<file path="src/rtl/uart_rx_pkg.sv">
package uart_rx_pkg;
    localparam int CHAR_W = 8;

    typedef struct packed {
        logic              brk;
        logic              fe;
        logic              pe;
        logic [CHAR_W-1:0] data;
    } rx_char_t;

    typedef enum logic [2:0] {
        ST_IDLE,
        ST_START,
        ST_DATA,
        ST_PARITY,
        ST_STOP,
        ST_HOLD
    } rx_state_e;
endpackage

</file>
<file path="src/rtl/uart_rx_sync.sv">
module uart_rx_sync #(
    parameter int STAGES = 2
) (
    input  logic clk,
    input  logic rst_n,
    input  logic din,
    output logic dout
);
    logic [STAGES-1:0] sh_d, sh_q;

    always_comb sh_d = {sh_q[STAGES-2:0], din};

    always_ff @(posedge clk or negedge rst_n) begin
        if (!rst_n) sh_q <= '1;
        else        sh_q <= sh_d;
    end

    assign dout = sh_q[STAGES-1];
endmodule

</file>
<file path="src/rtl/uart_rx_framer.sv">
module uart_rx_framer
    import uart_rx_pkg::*;
(
    input  logic       clk,
    input  logic       rst_n,
    input  logic       tick_en,
    input  logic       rxd,
    input  logic [1:0] word_len,
    input  logic       parity_en,
    input  logic       parity_even,
    output logic       push,
    output rx_char_t   push_ch
);
    typedef struct packed {
        rx_state_e         st;
        logic [3:0]        tick;
        logic [2:0]        idx;
        logic [CHAR_W-1:0] sh;
        logic              par;
        logic              zero;
        logic              push;
        rx_char_t          ch;
    } fr_t;

    fr_t r_d, r_q;
    logic [2:0] last_idx;
    logic       brk;

    assign last_idx = {1'b0, word_len} + 3'd4;

    always_comb begin
        r_d      = r_q;
        r_d.push = 1'b0;
        brk      = 1'b0;
        if (tick_en) begin
            case (r_q.st)
                ST_IDLE: begin
                    if (!rxd) begin
                        r_d.st   = ST_START;
                        r_d.tick = '0;
                    end
                end
                ST_START: begin
                    r_d.tick = r_q.tick + 4'd1;
                    if (r_q.tick == 4'd7) begin
                        if (!rxd) begin
                            r_d.st   = ST_DATA;
                            r_d.tick = '0;
                            r_d.idx  = '0;
                            r_d.sh   = '0;
                            r_d.par  = 1'b0;
                            r_d.zero = 1'b1;
                        end else begin
                            r_d.st = ST_IDLE;
                        end
                    end
                end
                ST_DATA: begin
                    r_d.tick = r_q.tick + 4'd1;
                    if (r_q.tick == 4'd15) begin
                        r_d.sh[r_q.idx] = rxd;
                        r_d.par         = r_q.par ^ rxd;
                        r_d.zero        = r_q.zero & ~rxd;
                        r_d.idx         = r_q.idx + 3'd1;
                        if (r_q.idx == last_idx)
                            r_d.st = parity_en ? ST_PARITY : ST_STOP;
                    end
                end
                ST_PARITY: begin
                    r_d.tick = r_q.tick + 4'd1;
                    if (r_q.tick == 4'd15) begin
                        r_d.par  = r_q.par ^ rxd;
                        r_d.zero = r_q.zero & ~rxd;
                        r_d.st   = ST_STOP;
                    end
                end
                ST_STOP: begin
                    r_d.tick = r_q.tick + 4'd1;
                    if (r_q.tick == 4'd15) begin
                        brk          = r_q.zero & ~rxd;
                        r_d.push     = 1'b1;
                        r_d.ch.data  = brk ? '0 : r_q.sh;
                        r_d.ch.fe    = ~rxd;
                        r_d.ch.brk   = brk;
                        r_d.ch.pe    = parity_en & ~brk & (r_q.par ^ ~parity_even);
                        r_d.st       = brk ? ST_HOLD : ST_IDLE;
                    end
                end
                ST_HOLD: begin
                    if (rxd) r_d.st = ST_IDLE;
                end
                default: r_d.st = ST_IDLE;
            endcase
        end
    end

    always_ff @(posedge clk or negedge rst_n) begin
        if (!rst_n) begin
            r_q      <= '0;
            r_q.st   <= ST_IDLE;
        end else begin
            r_q <= r_d;
        end
    end

    assign push    = r_q.push;
    assign push_ch = r_q.ch;
endmodule

</file>
<file path="src/rtl/uart_rx_fifo.sv">
module uart_rx_fifo
    import uart_rx_pkg::*;
#(
    parameter int DEPTH = 16
) (
    input  logic                         clk,
    input  logic                         rst_n,
    input  logic                         fifo_en,
    input  logic                         push,
    input  rx_char_t                     push_ch,
    input  logic                         pop,
    output rx_char_t                     head,
    output logic [$clog2(DEPTH+1)-1:0]   count,
    output logic                         overrun
);
    localparam int AW = $clog2(DEPTH);
    localparam int CW = $clog2(DEPTH+1);

    typedef struct packed {
        logic [AW-1:0] wp;
        logic [AW-1:0] rp;
        logic [CW-1:0] cnt;
        logic          ovr;
        logic          en;
    } fq_t;

    fq_t q_d, q_q;
    rx_char_t mem_q [DEPTH];
    logic [CW-1:0] cap;
    logic full, flush, do_push, do_pop;

    always_comb begin
        cap     = fifo_en ? CW'(DEPTH) : CW'(1);
        full    = (q_q.cnt >= cap);
        flush   = (fifo_en != q_q.en);
        do_pop  = pop && (q_q.cnt != '0) && !flush;
        do_push = push && !full && !flush;
        q_d     = q_q;
        q_d.en  = fifo_en;
        if (flush) begin
            q_d.wp  = '0;
            q_d.rp  = '0;
            q_d.cnt = '0;
        end else begin
            if (do_push) q_d.wp = (q_q.wp == AW'(DEPTH-1)) ? '0 : q_q.wp + 1'b1;
            if (do_pop)  q_d.rp = (q_q.rp == AW'(DEPTH-1)) ? '0 : q_q.rp + 1'b1;
            q_d.cnt = q_q.cnt + CW'(do_push) - CW'(do_pop);
        end
        if (pop)         q_d.ovr = 1'b0;
        if (push && full) q_d.ovr = 1'b1;
    end

    always_ff @(posedge clk or negedge rst_n) begin
        if (!rst_n) q_q <= '0;
        else        q_q <= q_d;
    end

    always_ff @(posedge clk) begin
        if (do_push) mem_q[q_q.wp] <= push_ch;
    end

    assign head    = mem_q[q_q.rp];
    assign count   = q_q.cnt;
    assign overrun = q_q.ovr;
endmodule

</file>
<file path="src/rtl/uart_rx_core.sv">
module uart_rx_core
    import uart_rx_pkg::*;
#(
    parameter int DEPTH       = 16,
    parameter int SYNC_STAGES = 2
) (
    input  logic              clk,
    input  logic              rst_n,
    input  logic              sample_en,
    input  logic              rx_serial,
    input  logic [1:0]        word_len,
    input  logic              parity_en,
    input  logic              parity_even,
    input  logic              fifo_en,
    input  logic              pop,
    output logic [CHAR_W-1:0] rd_data,
    output logic              data_ready,
    output logic              err_parity,
    output logic              err_frame,
    output logic              err_break,
    output logic              overrun,
    output logic              rx_ready_n
);
    localparam int CW = $clog2(DEPTH+1);

    logic          rxd;
    logic          fr_push;
    rx_char_t      fr_ch;
    rx_char_t      head;
    logic [CW-1:0] fifo_cnt;

    uart_rx_sync #(.STAGES(SYNC_STAGES)) u_sync (
        .clk(clk), .rst_n(rst_n), .din(rx_serial), .dout(rxd)
    );

    uart_rx_framer u_framer (
        .clk(clk), .rst_n(rst_n), .tick_en(sample_en), .rxd(rxd),
        .word_len(word_len), .parity_en(parity_en), .parity_even(parity_even),
        .push(fr_push), .push_ch(fr_ch)
    );

    uart_rx_fifo #(.DEPTH(DEPTH)) u_fifo (
        .clk(clk), .rst_n(rst_n), .fifo_en(fifo_en),
        .push(fr_push), .push_ch(fr_ch), .pop(pop),
        .head(head), .count(fifo_cnt), .overrun(overrun)
    );

    assign data_ready = (fifo_cnt != '0);
    assign rx_ready_n = ~data_ready;
    assign rd_data    = data_ready ? head.data : '0;
    assign err_parity = data_ready & head.pe;
    assign err_frame  = data_ready & head.fe;
    assign err_break  = data_ready & head.brk;
endmodule

</file>
<file path="config.mk">
export PLATFORM = sky130hd
export DESIGN_NAME = uart_rx_core
export DESIGN_NICKNAME = d
export VERILOG_FILES = /design/src/rtl/uart_rx_pkg.sv /design/src/rtl/uart_rx_sync.sv /design/src/rtl/uart_rx_framer.sv /design/src/rtl/uart_rx_fifo.sv /design/src/rtl/uart_rx_core.sv
export SDC_FILE = /design/constraint.sdc
export NUM_CORES = 1
export LEC_CHECK = 0
export ABC_CLOCK_PERIOD_IN_PS = 3900
export BUFFER_PORTS_ARGS = -buffer_cell sky130_fd_sc_hd__buf_4
export CAP_MARGIN = 10
export CORE_MARGIN = 8
export CORE_UTILIZATION = 62
export CTS_CLUSTER_DIAMETER = 50
export DETAILED_ROUTE_END_ITERATION = 7
export PLACE_DENSITY = 0.75
export SYNTH_ARGS = -nofsm -noshare
export SYNTH_HDL_FRONTEND = slang
export SYNTH_SLANG_ARGS = --single-unit
</file>
<file path="constraint.sdc">
create_clock -name clk -period 3.9 [get_ports clk]
set_input_delay 0.585 -clock clk [delete_from_list [all_inputs] [get_ports clk]]
set_output_delay 0.585 -clock clk [all_outputs]
set_load 0.02 [all_outputs]
</file>
==> results of run 1 <==
## power groups by stage
stage                     Combinational [W]  Clock, W  Sequential [W]
after global routing                0.00103   0.00238         0.00281
after floorplan                    0.000803         0         0.00272
after detailed placement           0.000943         0         0.00284
final                              0.000945   0.00224         0.00280
after CTS                          0.000949   0.00228         0.00280
after global placement             0.000917         0         0.00284
## cell families (layout without fill, tap and decap cells)
family	after synthesis	after routing	share of synthesized area (%)
DFF	225	225	66.9
muxes	57	57	10.1
and+or+nand+nor	186	186	9.38
adders and majority gates	18	18	2.39
xor gates and xnor gates	10	10	0.900
buffers and inverters	53	94	2.54
AOI/OAI and AO/OA	103	103	7.76
## stage by stage
step	utilization, %	cell area (sq um)	instances
2_1_floorplan	-	9740	652
3_3_place_gp	64.7	10100	868
3_5_place_dp	64.7	10100	868
4_1_cts	69.7	10900	909
5_1_grt	69.7	10900	909
6_report	69.7	10900	909
## synthesized netlist by cell type (7+ instances only)
master,instances,area [sq um]
o21ai_0,22,110
dfrtp_1,47,1180
nand2_1,82,308
buf_2,10,50.1
and3_1,22,138
edfxtp_1,176,5290
a21oi_1,16,80.1
o21ai_1,14,70.1
nor2_1,30,113
and2_1,12,75.1
mux4_2,33,743
a22oi_1,12,90.1
clkbuf_1,17,63.8
ha_1,17,213
mux2i_1,23,230
nand3_1,7,35.0
inv_1,16,60.1
## flip-flops by register name, indices dropped and copies added, names as in the netlist
register	flops
u_sync.sh_q	2
u_fifo.mem_q	176
u_fifo.q_q	9
u_framer.push_ch	11
u_framer.r_q	20
u_framer.push	1
u_fifo.overrun	1
u_fifo.count	5
## how the worst max path moves through the flow
stage                       to  cells past startpoint
2_1_floorplan  u_fifo.count[4]                     14
3_3_place_gp   u_fifo.count[4]                     13
4_1_cts             rd_data[2]                      7
6_report            rd_data[0]                      5
5_1_grt              err_frame                      9
3_5_place_dp   u_fifo.count[4]                     13
## routing by layer
layer | global-route usage (%) | vias to the layer above | wire [microns]
met1 | 27.2 | 2867 | 8330
met4 | 4.86 | 0 | 225
met3 | 2.99 | 19 | 1030
met2 | 34.7 | 177 | 10200
met5 | 0 | - | 0
li1 | - | 2543 | -
## layout make-up
cell class	count	area (sq um)	area share (%)
Timing Repair Buffer	36	270	2.48
Clock inverter	15	175	1.61
Multi-Input combinational cell	374	2970	27.3
Sequential cell	225	6520	59.9
Clock buffer	26	607	5.58
Tap cell	216	270	2.48
Inverter	17	63.8	0.587
## critical path, cell delays in order (launching register included)
cell and delay, ps:
dfrtp_4 880, buf_4 380, mux4_2 570, a22oi_1 210
nand2_1 110, buf_4 170
==> reports/results.ini, run 1 <==
[detailed_routing]
drc = 0
vias = 5606
wl_per_cell_microns = 21.7
drt-initial-drc-count = 417
drtAntennaViolNets = 0
routed_via_density = 6.17
routed_wl_microns = 19700
firstDrtPassIters = 4

[yosys]
synth_cell_types = 71
yosys_most_used_dff = edfxtp_1
syn_avg_cell_area_sq_um = 14.9
syn-cell-area_sq_um = 9740
synth_warnings = 0
seq_area_frac_synth_pct = 66.9
syn_nets = 680
netlist_instances = 652
ys_ff_latch = 225
async_flop_share_pct = 21.8
synth_edf_count = 176

[pwr]
seqPwrFrac_pct = 46.8
p_sw_w = 0.00160
irDropWorstVdd_v = 0.000530
p_int_w = 0.00438
pwr-share-comb_pct = 15.8
leakage_nw = 4.08
power_w = 0.00598
switching_share_pct = 26.7
clkPwrFrac_pct = 37.4
power_density_nw_per_um2 = 550

[worst_setup_path]
worstPathMaxFanout = 37
cp_data_arrival_time_ps = 2850
r2r-start = u_fifo.count[3]
cp-end-kind = primary output
worstSetupStartpoint = u_fifo.q_q[7]
rr_endpoint = u_fifo.count[4]
worstSetupPathType = register to primary output
start_kind = register
crit_required_ps = 3310
r2r_cells = 13
reg2reg_slack_ps = 800

[floorplan]
die_area_sq_um = 20000
rows = 46
core_sq_um = 15600
die_h_microns = 141
floorplan.initialDensity_pct = 62.4
die_w_microns = 141
ios = 24

[timing]
min_period_ps = 3440
relSlewSlack_pct = 47.2
rsz0062_at_grt = no
worstMarginPinSlew_ps = 790
holdWs_ps = 101
fmax_mhz = 291
slew_viol_final = 0
hold_viol = 0
setup_viol = 0
min_period_over_period_pct = 88.2
fin_ws_ps = 460
skew_ps = 10.3
setup-tns-final_ps = 0

[placed_design]
place_congestion = 0.834
post-dp-hpwl_microns = 12700
place_ws_ps = 817
port_buffers = 23

[global_route]
grt_pass1_wl_microns = 31200
grt-ovfl-total = 0
grtUsageTotal_pct = 20.3
antenna_found_initial = 0
grt_pass1_vias = 5597
grt_max_degree = 50

[finish]
final_cell_mix = edfxtp_1 (176), nand2_1 (82), dfrtp_1 (46), buf_4 (36), mux4_2 (33)
layout-drive-gt1-share_pct = 18.3
nFillCells = 1023
final_common_cell = edfxtp_1
area.growth.synth_to_final_pct = 11.7
antenna_cells = 0
nets = 705

[clock_tree]
cts_root_buffer = clkbuf_16
cts_buffers = 23
insertion_delay_ps = 500
cts.clk_slew.worst_paths_ps = 60
ctsLongestPathBuffers = 3
cts_tree = built
hold_buffers = 0
cts-htree-levels = 1
cts_setup_buffers = 0
numClockSinks = 225
cts_resized = 0

[hold_path]
worstHoldPathType = primary input to asynchronous set/reset pin

[run]
max_cap_viol_count = 0

[outcome]
status = complete, no violations

(Power assumes the default switching activity.)
==> run 2: changes to the inputs <==
--- a/config.mk
+++ b/config.mk
@@ -5,14 +5,16 @@
 export SDC_FILE = /design/constraint.sdc
 export NUM_CORES = 1
 export LEC_CHECK = 0
-export ABC_CLOCK_PERIOD_IN_PS = 3900
+export ABC_CLOCK_PERIOD_IN_PS = 4000
 export BUFFER_PORTS_ARGS = -buffer_cell sky130_fd_sc_hd__buf_4
 export CAP_MARGIN = 10
 export CORE_MARGIN = 8
 export CORE_UTILIZATION = 62
 export CTS_CLUSTER_DIAMETER = 50
 export DETAILED_ROUTE_END_ITERATION = 7
+export HOLD_SLACK_MARGIN = 0.12
 export PLACE_DENSITY = 0.75
 export SYNTH_ARGS = -nofsm -noshare
 export SYNTH_HDL_FRONTEND = slang
+export SYNTH_HIERARCHICAL = 1
 export SYNTH_SLANG_ARGS = --single-unit
==> constraint.sdc (replaced) <==
create_clock -name clk -period 4 [get_ports clk]
set_input_delay 0.6 -clock clk [delete_from_list [all_inputs] [get_ports clk]]
set_output_delay 0.6 -clock clk [all_outputs]
set_load 0.02 [all_outputs]
==> reports/results.ini, run 2 <==
[finish]
largest_register = u_fifo/mem_q
final_area_sq_um = 10800  ; -0.98%
final_cell_mix = edfxtp_1 (176), nand2_1 (53), dfrtp_1 (45), mux4_2 (44), buf_4 (27)
final_common_cell = edfxtp_1
antenna_cells = 0  ; unchanged
nFillCells = 1039  ; +1.6%
nets = 658  ; -6.7%
layout-drive-gt1-share_pct = 19.5  ; +1.2 points
area.growth.synth_to_final_pct = 9.31
largest_register_ffs = 176  ; unchanged

[global_route]
grt_pass1_vias = 5428  ; -3.0%
grt-ovfl-total = 0  ; unchanged
antenna_found_initial = 0  ; unchanged
grt_max_degree = 50  ; unchanged
grt_pass1_wl_microns = 30800  ; -1.3%
grtUsageTotal_pct = 20.1  ; -0.24 points

[yosys]
ys_ff_latch = 225  ; unchanged
synth_warnings = 6  ; +6
synth.top_cell.area_share_pct = 53.6  ; -0.65 points
syn-cell-area_sq_um = 9850  ; +1.2%
seq_area_frac_synth_pct = 66.1  ; -0.81 points
synthTopCellsByArea = edfxtp_1 (54%), dfrtp_1 (12%), mux4_2 (10%)
yosysTopAreaCell = edfxtp_1
syn_nets = 654  ; -3.8%
netlist_instances = 626  ; -4.0%
yosys_most_used_dff = edfxtp_1
async_flop_share_pct = 21.8  ; unchanged
synth_edf_count = 176  ; unchanged
synth_cell_types = 67  ; -5.6%
syn_avg_cell_area_sq_um = 15.7  ; +5.4%
synth.most_common_cell = edfxtp_1
netlist_top_cells_count = edfxtp_1 (176), nand2_1 (53), dfrtp_1 (47), mux4_2 (44), a22oi_1 (22)

[clock_tree]
insertion_delay_ps = 510  ; about the same
cts_tree = built
cts-htree-levels = 1  ; unchanged
cts_buffers = 24  ; +4.3%
numClockSinks = 225  ; unchanged
cts_setup_buffers = 0  ; unchanged
cts.clk_slew.worst_paths_ps = 60  ; about the same
cts_root_buffer = clkbuf_16
hold_buffers = 0  ; unchanged
cts_resized = 0  ; unchanged
ctsLongestPathBuffers = 3  ; unchanged

[timing]
worstMarginPinSlew_ps = 1170  ; +383 ps
rsz0062_at_grt = no
hold_viol = 0  ; unchanged
setup-tns-final_ps = 0  ; unchanged
setup_viol = 0  ; unchanged
fmax_mhz = 289
fin_ws_ps = 535  ; +74.9 ps
relSlewSlack_pct = 21.5  ; -26 points
min_period_ps = 3460
min_period_over_period_pct = 86.6
skew_ps = 8.83  ; -1.48 ps
slew_viol_final = 0  ; unchanged

[worst_setup_path]
slowest_delay_ps = 790  ; -90 ps
path_common_cell = buf_4
reg2reg_slack_ps = 880  ; +80 ps
r2r-start = u_fifo/count[4]
r2r_cells = 13  ; unchanged
rr_endpoint = u_fifo/count[4]
worstPathMaxFanout = 21  ; -43%
cp_data_arrival_time_ps = 2860  ; about the same
worst_path_max_delay_cell = dfrtp_2
critical_path.cell_chain = buf_4 -> mux4_2 -> a22oi_1 -> nand2_1 -> a21boi_0 -> buf_4
cp-end-kind = primary output
worstSetupPathType = register to primary output
crit_required_ps = 3400  ; +90 ps
start_kind = register

[placed_design]
postPlaceCellArea_sq_um = 10100  ; -0.35%
port_buffers = 23  ; unchanged
post-dp-hpwl_microns = 12100  ; -4.2%
place_congestion = 0.823  ; -1.3%
place_ws_ps = 598  ; -219 ps

[floorplan]
die_h_microns = 142  ; +0.54%
rows = 46  ; unchanged
die_w_microns = 142  ; +0.54%
die_area_sq_um = 20200  ; +1.1%
ios = 24  ; unchanged
floorplan.initialDensity_pct = 62.7  ; +0.30 points
core_sq_um = 15700  ; +0.74%

[detailed_routing]
routed_wl_microns = 19700  ; -0.29%
vias = 5482  ; -2.2%
drc = 0  ; unchanged
drt-initial-drc-count = 420  ; +0.72%
firstDrtPassIters = 6  ; +2
drtAntennaViolNets = 0  ; unchanged
routed_via_density = 6.36  ; +3.1%
wl_per_cell_microns = 22.8  ; +5.1%

[pwr]
switching_share_pct = 28.3  ; +1.6 points
irDropWorstVdd_v = 0.000319  ; -40%
seqPwrFrac_pct = 46.2  ; -0.6 points
p_int_w = 0.00423  ; -3.5%
clkPwrFrac_pct = 34.0  ; -3.4 points
power_density_nw_per_um2 = 548  ; -0.33%
power_w = 0.00590  ; -1.3%
p_sw_w = 0.00167  ; +4.8%
pwr-share-comb_pct = 19.9  ; +4.1 points
leakage_nw = 3.84  ; -5.8%

[hold_path]
worstHoldPathType = primary input to asynchronous set/reset pin

[outcome]
status = complete, no violations

[run]
max_cap_viol_count = 0  ; unchanged

run 2: changes by cell type after synthesis, moves of 10 or more:
cell      change
nand2_1      -29
mux2i_1      -20
and3_1       -17
nor2_1       -14
o21ai_1      -14
buf_4        +13
nand3_1      +12
mux4_2       +11
a21boi_0     +10
a22oi_1      +10
run 2: power groups by stage:
stage	combinational (W)	sequential, W	clock [W]
2_1_floorplan	0.000965	0.00264	0
3_3_place_gp	0.00113	0.00277	0
3_5_place_dp	0.00117	0.00277	0
4_1_cts	0.00118	0.00273	0.00204
5_1_grt	0.00128	0.00274	0.00213
6_report	0.00117	0.00272	0.00200
run 2: stage by stage:
| stage | util (%) | hold WS (ps) | instances |
|---|---|---|---|
| finish | 68.6 | 100 | 862 |
| global route | 68.6 | 160 | 862 |
| CTS | 68.6 | 127 | 862 |
| detailed placement | 64.0 | 347 | 820 |
| global placement | 64.0 | 348 | 820 |
| floorplan | - | 304 | 626 |
run 2: worst max-delay path by stage:
stage	slack (ps)	end	start	cells after the start
floorplan	690	u_fifo/count[4]	fifo_en	15
detailed placement	600	u_fifo/count[4]	fifo_en	15
finish	540	rd_data[1]	u_fifo/q_q[7]	6
global route	320	rd_data[0]	u_fifo/q_q[7]	6
global placement	700	u_fifo/count[4]	fifo_en	15
CTS	470	rd_data[1]	u_fifo/q_q[7]	6
run 2: critical path: cells and delay by family, from the launching register on:
family | cells | cell delay [ps]
multiplexers | 1 | 520
AO/OA/AOI/OAI | 2 | 410
flip-flops | 1 | 790
AND/OR/NAND/NOR | 1 | 110
buffers and inverters | 2 | 530
run 2: routing by layer:
| layer | up-vias | wire (microns) | track usage [%] |
|---|---|---|---|
| met4 | 0 | 340 | 6.44 |
| met1 | 2802 | 7960 | 26.9 |
| met5 | - | 0 | 0 |
| met3 | 25 | 1450 | 3.62 |
| li1 | 2435 | - | - |
| met2 | 220 | 9930 | 32.8 |
run 2: layout make-up:
type,count,area (sq um),share of cell area (%)
Sequential cell,225,6520,60.5
Multi-Input combinational cell,328,2950,27.4
Clock buffer,31,648,6.02
Tap cell,216,270,2.51
Timing Repair Buffer,29,243,2.25
Inverter,22,82.6,0.767
Clock inverter,11,62.6,0.581
run 2: cells by family after synthesis:
family | share of synthesized area (%)
AO/OA/AOI/OAI | 8.00
multiplexers | 10.5
buffers and inverters | 3.97
XOR/XNOR | 0.978
flip-flops | 66.1
AND/OR/NAND/NOR | 8.11
adder cells (fa/ha/maj) | 2.36
==> run 3: changes to the inputs <==
--- a/config.mk
+++ b/config.mk
@@ -9,11 +9,11 @@
 export BUFFER_PORTS_ARGS = -buffer_cell sky130_fd_sc_hd__buf_4
 export CAP_MARGIN = 10
 export CORE_MARGIN = 8
-export CORE_UTILIZATION = 62
+export CORE_UTILIZATION = 35
 export CTS_CLUSTER_DIAMETER = 50
 export DETAILED_ROUTE_END_ITERATION = 7
 export HOLD_SLACK_MARGIN = 0.12
-export PLACE_DENSITY = 0.75
+export PLACE_DENSITY = 0.46
 export SYNTH_ARGS = -nofsm -noshare
 export SYNTH_HDL_FRONTEND = slang
 export SYNTH_HIERARCHICAL = 1
==> reports/results.ini, run 3 (synthesis gave the netlist of run 2 again) <==
[clock_tree]
cts_setup_buffers = 0  ; unchanged
cts_tree = built
cts_buffers = 30  ; +25%
ctsLongestPathBuffers = 3  ; unchanged
insertion_delay_ps = 530  ; +20 ps
cts-htree-levels = 1  ; unchanged
numClockSinks = 225  ; unchanged
cts.clk_slew.worst_paths_ps = 50  ; about the same
cts_root_buffer = clkbuf_16

[floorplan]
die_w_microns = 184  ; +29%
core_sq_um = 27800  ; +77%
floorplan.initialDensity_pct = 35.5  ; -27 points
die_h_microns = 184  ; +29%
ios = 24  ; unchanged
die_area_sq_um = 33800  ; +67%
rows = 61  ; +33%

[timing]
rsz0062_at_grt = no
slew_viol_final = 0  ; unchanged
skew_ps = 13.6  ; +4.79 ps
setup_viol = 0  ; unchanged
min_period_over_period_pct = 89.5  ; +2.9 points
setup-tns-final_ps = 0  ; unchanged
fmax_mhz = 279  ; -3.2%
relSlewSlack_pct = 43.0  ; +22 points
worstMarginPinSlew_ps = 848  ; -325 ps
hold_viol = 0  ; unchanged
min_period_ps = 3580  ; +115 ps

[placed_design]
place_congestion = 0.780  ; -5.3%
post-dp-hpwl_microns = 13400  ; +11%
port_buffers = 23  ; unchanged

[detailed_routing]
firstDrtPassIters = 4  ; -2
routed_via_density = 5.14  ; -19%
routed_wl_microns = 21300  ; +8.3%
drtAntennaViolNets = 0  ; unchanged
wl_per_cell_microns = 20.5  ; -10%
drc = 0  ; unchanged
vias = 5344  ; -2.5%
drt-initial-drc-count = 343  ; -18%

[finish]
final_cell_mix = edfxtp_1 (176), nand2_1 (53), dfrtp_1 (45), mux4_2 (44)
largest_register = u_fifo/mem_q
fin_util_pct = 40.4  ; -28 points
area.growth.synth_to_final_pct = 13.9
largest_register_ffs = 176  ; unchanged
layout-drive-gt1-share_pct = 21.6  ; +2.1 points
antenna_cells = 0  ; unchanged
nets = 668  ; +1.5%
final_common_cell = edfxtp_1
nFillCells = 2607  ; +150%

[pwr]
seqPwrFrac_pct = 42.8  ; -3.4 points
clkPwrFrac_pct = 38.8  ; +4.8 points
irDropWorstVdd_v = 0.000242  ; -24%
power_w = 0.00636  ; +7.8%
p_int_w = 0.00456  ; +7.9%
leakage_nw = 3.96  ; +3.1%
p_sw_w = 0.00180  ; +7.6%
switching_share_pct = 28.3  ; -0.067 points
power_density_nw_per_um2 = 567  ; +3.5%
pwr-share-comb_pct = 18.4  ; -1.5 points

[worst_setup_path]
cp_num_buf_inv = 2  ; unchanged
worstPathMaxFanout = 23  ; +9.5%
start_kind = register
crit_required_ps = 3400  ; about the same
slowest_delay_ps = 880  ; +90 ps
r2r-start = u_fifo/count[4]
worst_path_max_delay_cell = dfrtp_2
worstSetupStartpoint = u_fifo/q_q[7]
cp_data_arrival_time_ps = 2980  ; +120 ps
worstSetupPathType = register to primary output
cp-end-kind = primary output
critPathTopFamily = flip-flops
critical_path.cell_chain = buf_12 -> mux4_2 -> a22oi_1 -> nand2_1 -> a21boi_1 -> buf_4

[run]
max_cap_viol_count = 0  ; unchanged

[global_route]
grt_pass1_wl_microns = 33400  ; +8.4%
grt_pass1_vias = 5644  ; +4.0%
grt_max_degree = 50  ; unchanged
grtUsageTotal_pct = 12.8  ; -7.2 points
grt-ovfl-total = 0  ; unchanged
antenna_found_initial = 0  ; unchanged

[hold_path]
worstHoldPathType = primary input to register
hp-start = rx_serial

[outcome]
status = complete, no violations

## run 3: changes by cell type in the layout (fill, tap and decap cells not counted), sizes merged
cell	previous run	this run
clkbuf	31	41
buf	29	32
clkinvlp	0	2
clkinv	9	8
dlygate4sd3	0	1
inv	24	25
## run 3: final timing paths
check                                       end  slack (ps)  cells past startpoint
worst max register to register  u_fifo/count[4]         870                     13
worst min register to register   u_sync/sh_q[1]         360                      0
min in group asynchronous         u_fifo/q_q[8]         640                      2
worst min-delay path             u_sync/sh_q[0]         180                      1
worst max-delay path                 rd_data[6]         420                      6
max in group asynchronous         u_fifo/q_q[7]        2910                      2
## run 3: cell type report
cell class                 count  area [sq um]  area share [%]
multi-input combinational    328          2950            26.3
clock buffer                  41           843            7.51
sequential                   225          6520            58.0
timing repair buffer          33           263            2.34
clock inverter                13           101           0.903
tap                          378           473            4.21
inverter                      22          82.6           0.735
## run 3: per-stage QoR
step | cell area (sq um) | setup slack (ps) | hold slack [ps] | cells
after floorplan | 9850 | 688 | 304 | 626
after global placement | 10300 | 674 | 347 | 985
after detailed placement | 10300 | 582 | 350 | 985
after CTS | 11200 | 353 | 154 | 1040
after global routing | 11200 | 194 | 154 | 1040
final | 11200 | 420 | 180 | 1040
## run 3: per-layer routing
layer	global-route usage (%)	routed length, microns	vias to the layer above
li1	-	-	2451
met1	16.8	9340	2740
met2	21.9	10500	123
met3	2.33	1160	30
met4	3.03	352	0
met5	0	0	-
## run 3: repair_timing
action / CTS / global route
hold endpoints to repair: 5 / 0
hold buffers: 1 / 0
resized for setup: 0 / 0
## run 3: power by group through the flow
| stage | registers [W] | clock network (W) | logic, W |
|---|---|---|---|
| 6_report | 0.00272 | 0.00247 | 0.00117 |
| 5_1_grt | 0.00274 | 0.00265 | 0.00130 |
| 4_1_cts | 0.00272 | 0.00254 | 0.00120 |
| 3_5_place_dp | 0.00277 | 0 | 0.00120 |
| 3_3_place_gp | 0.00277 | 0 | 0.00117 |
| 2_1_floorplan | 0.00264 | 0 | 0.000965 |
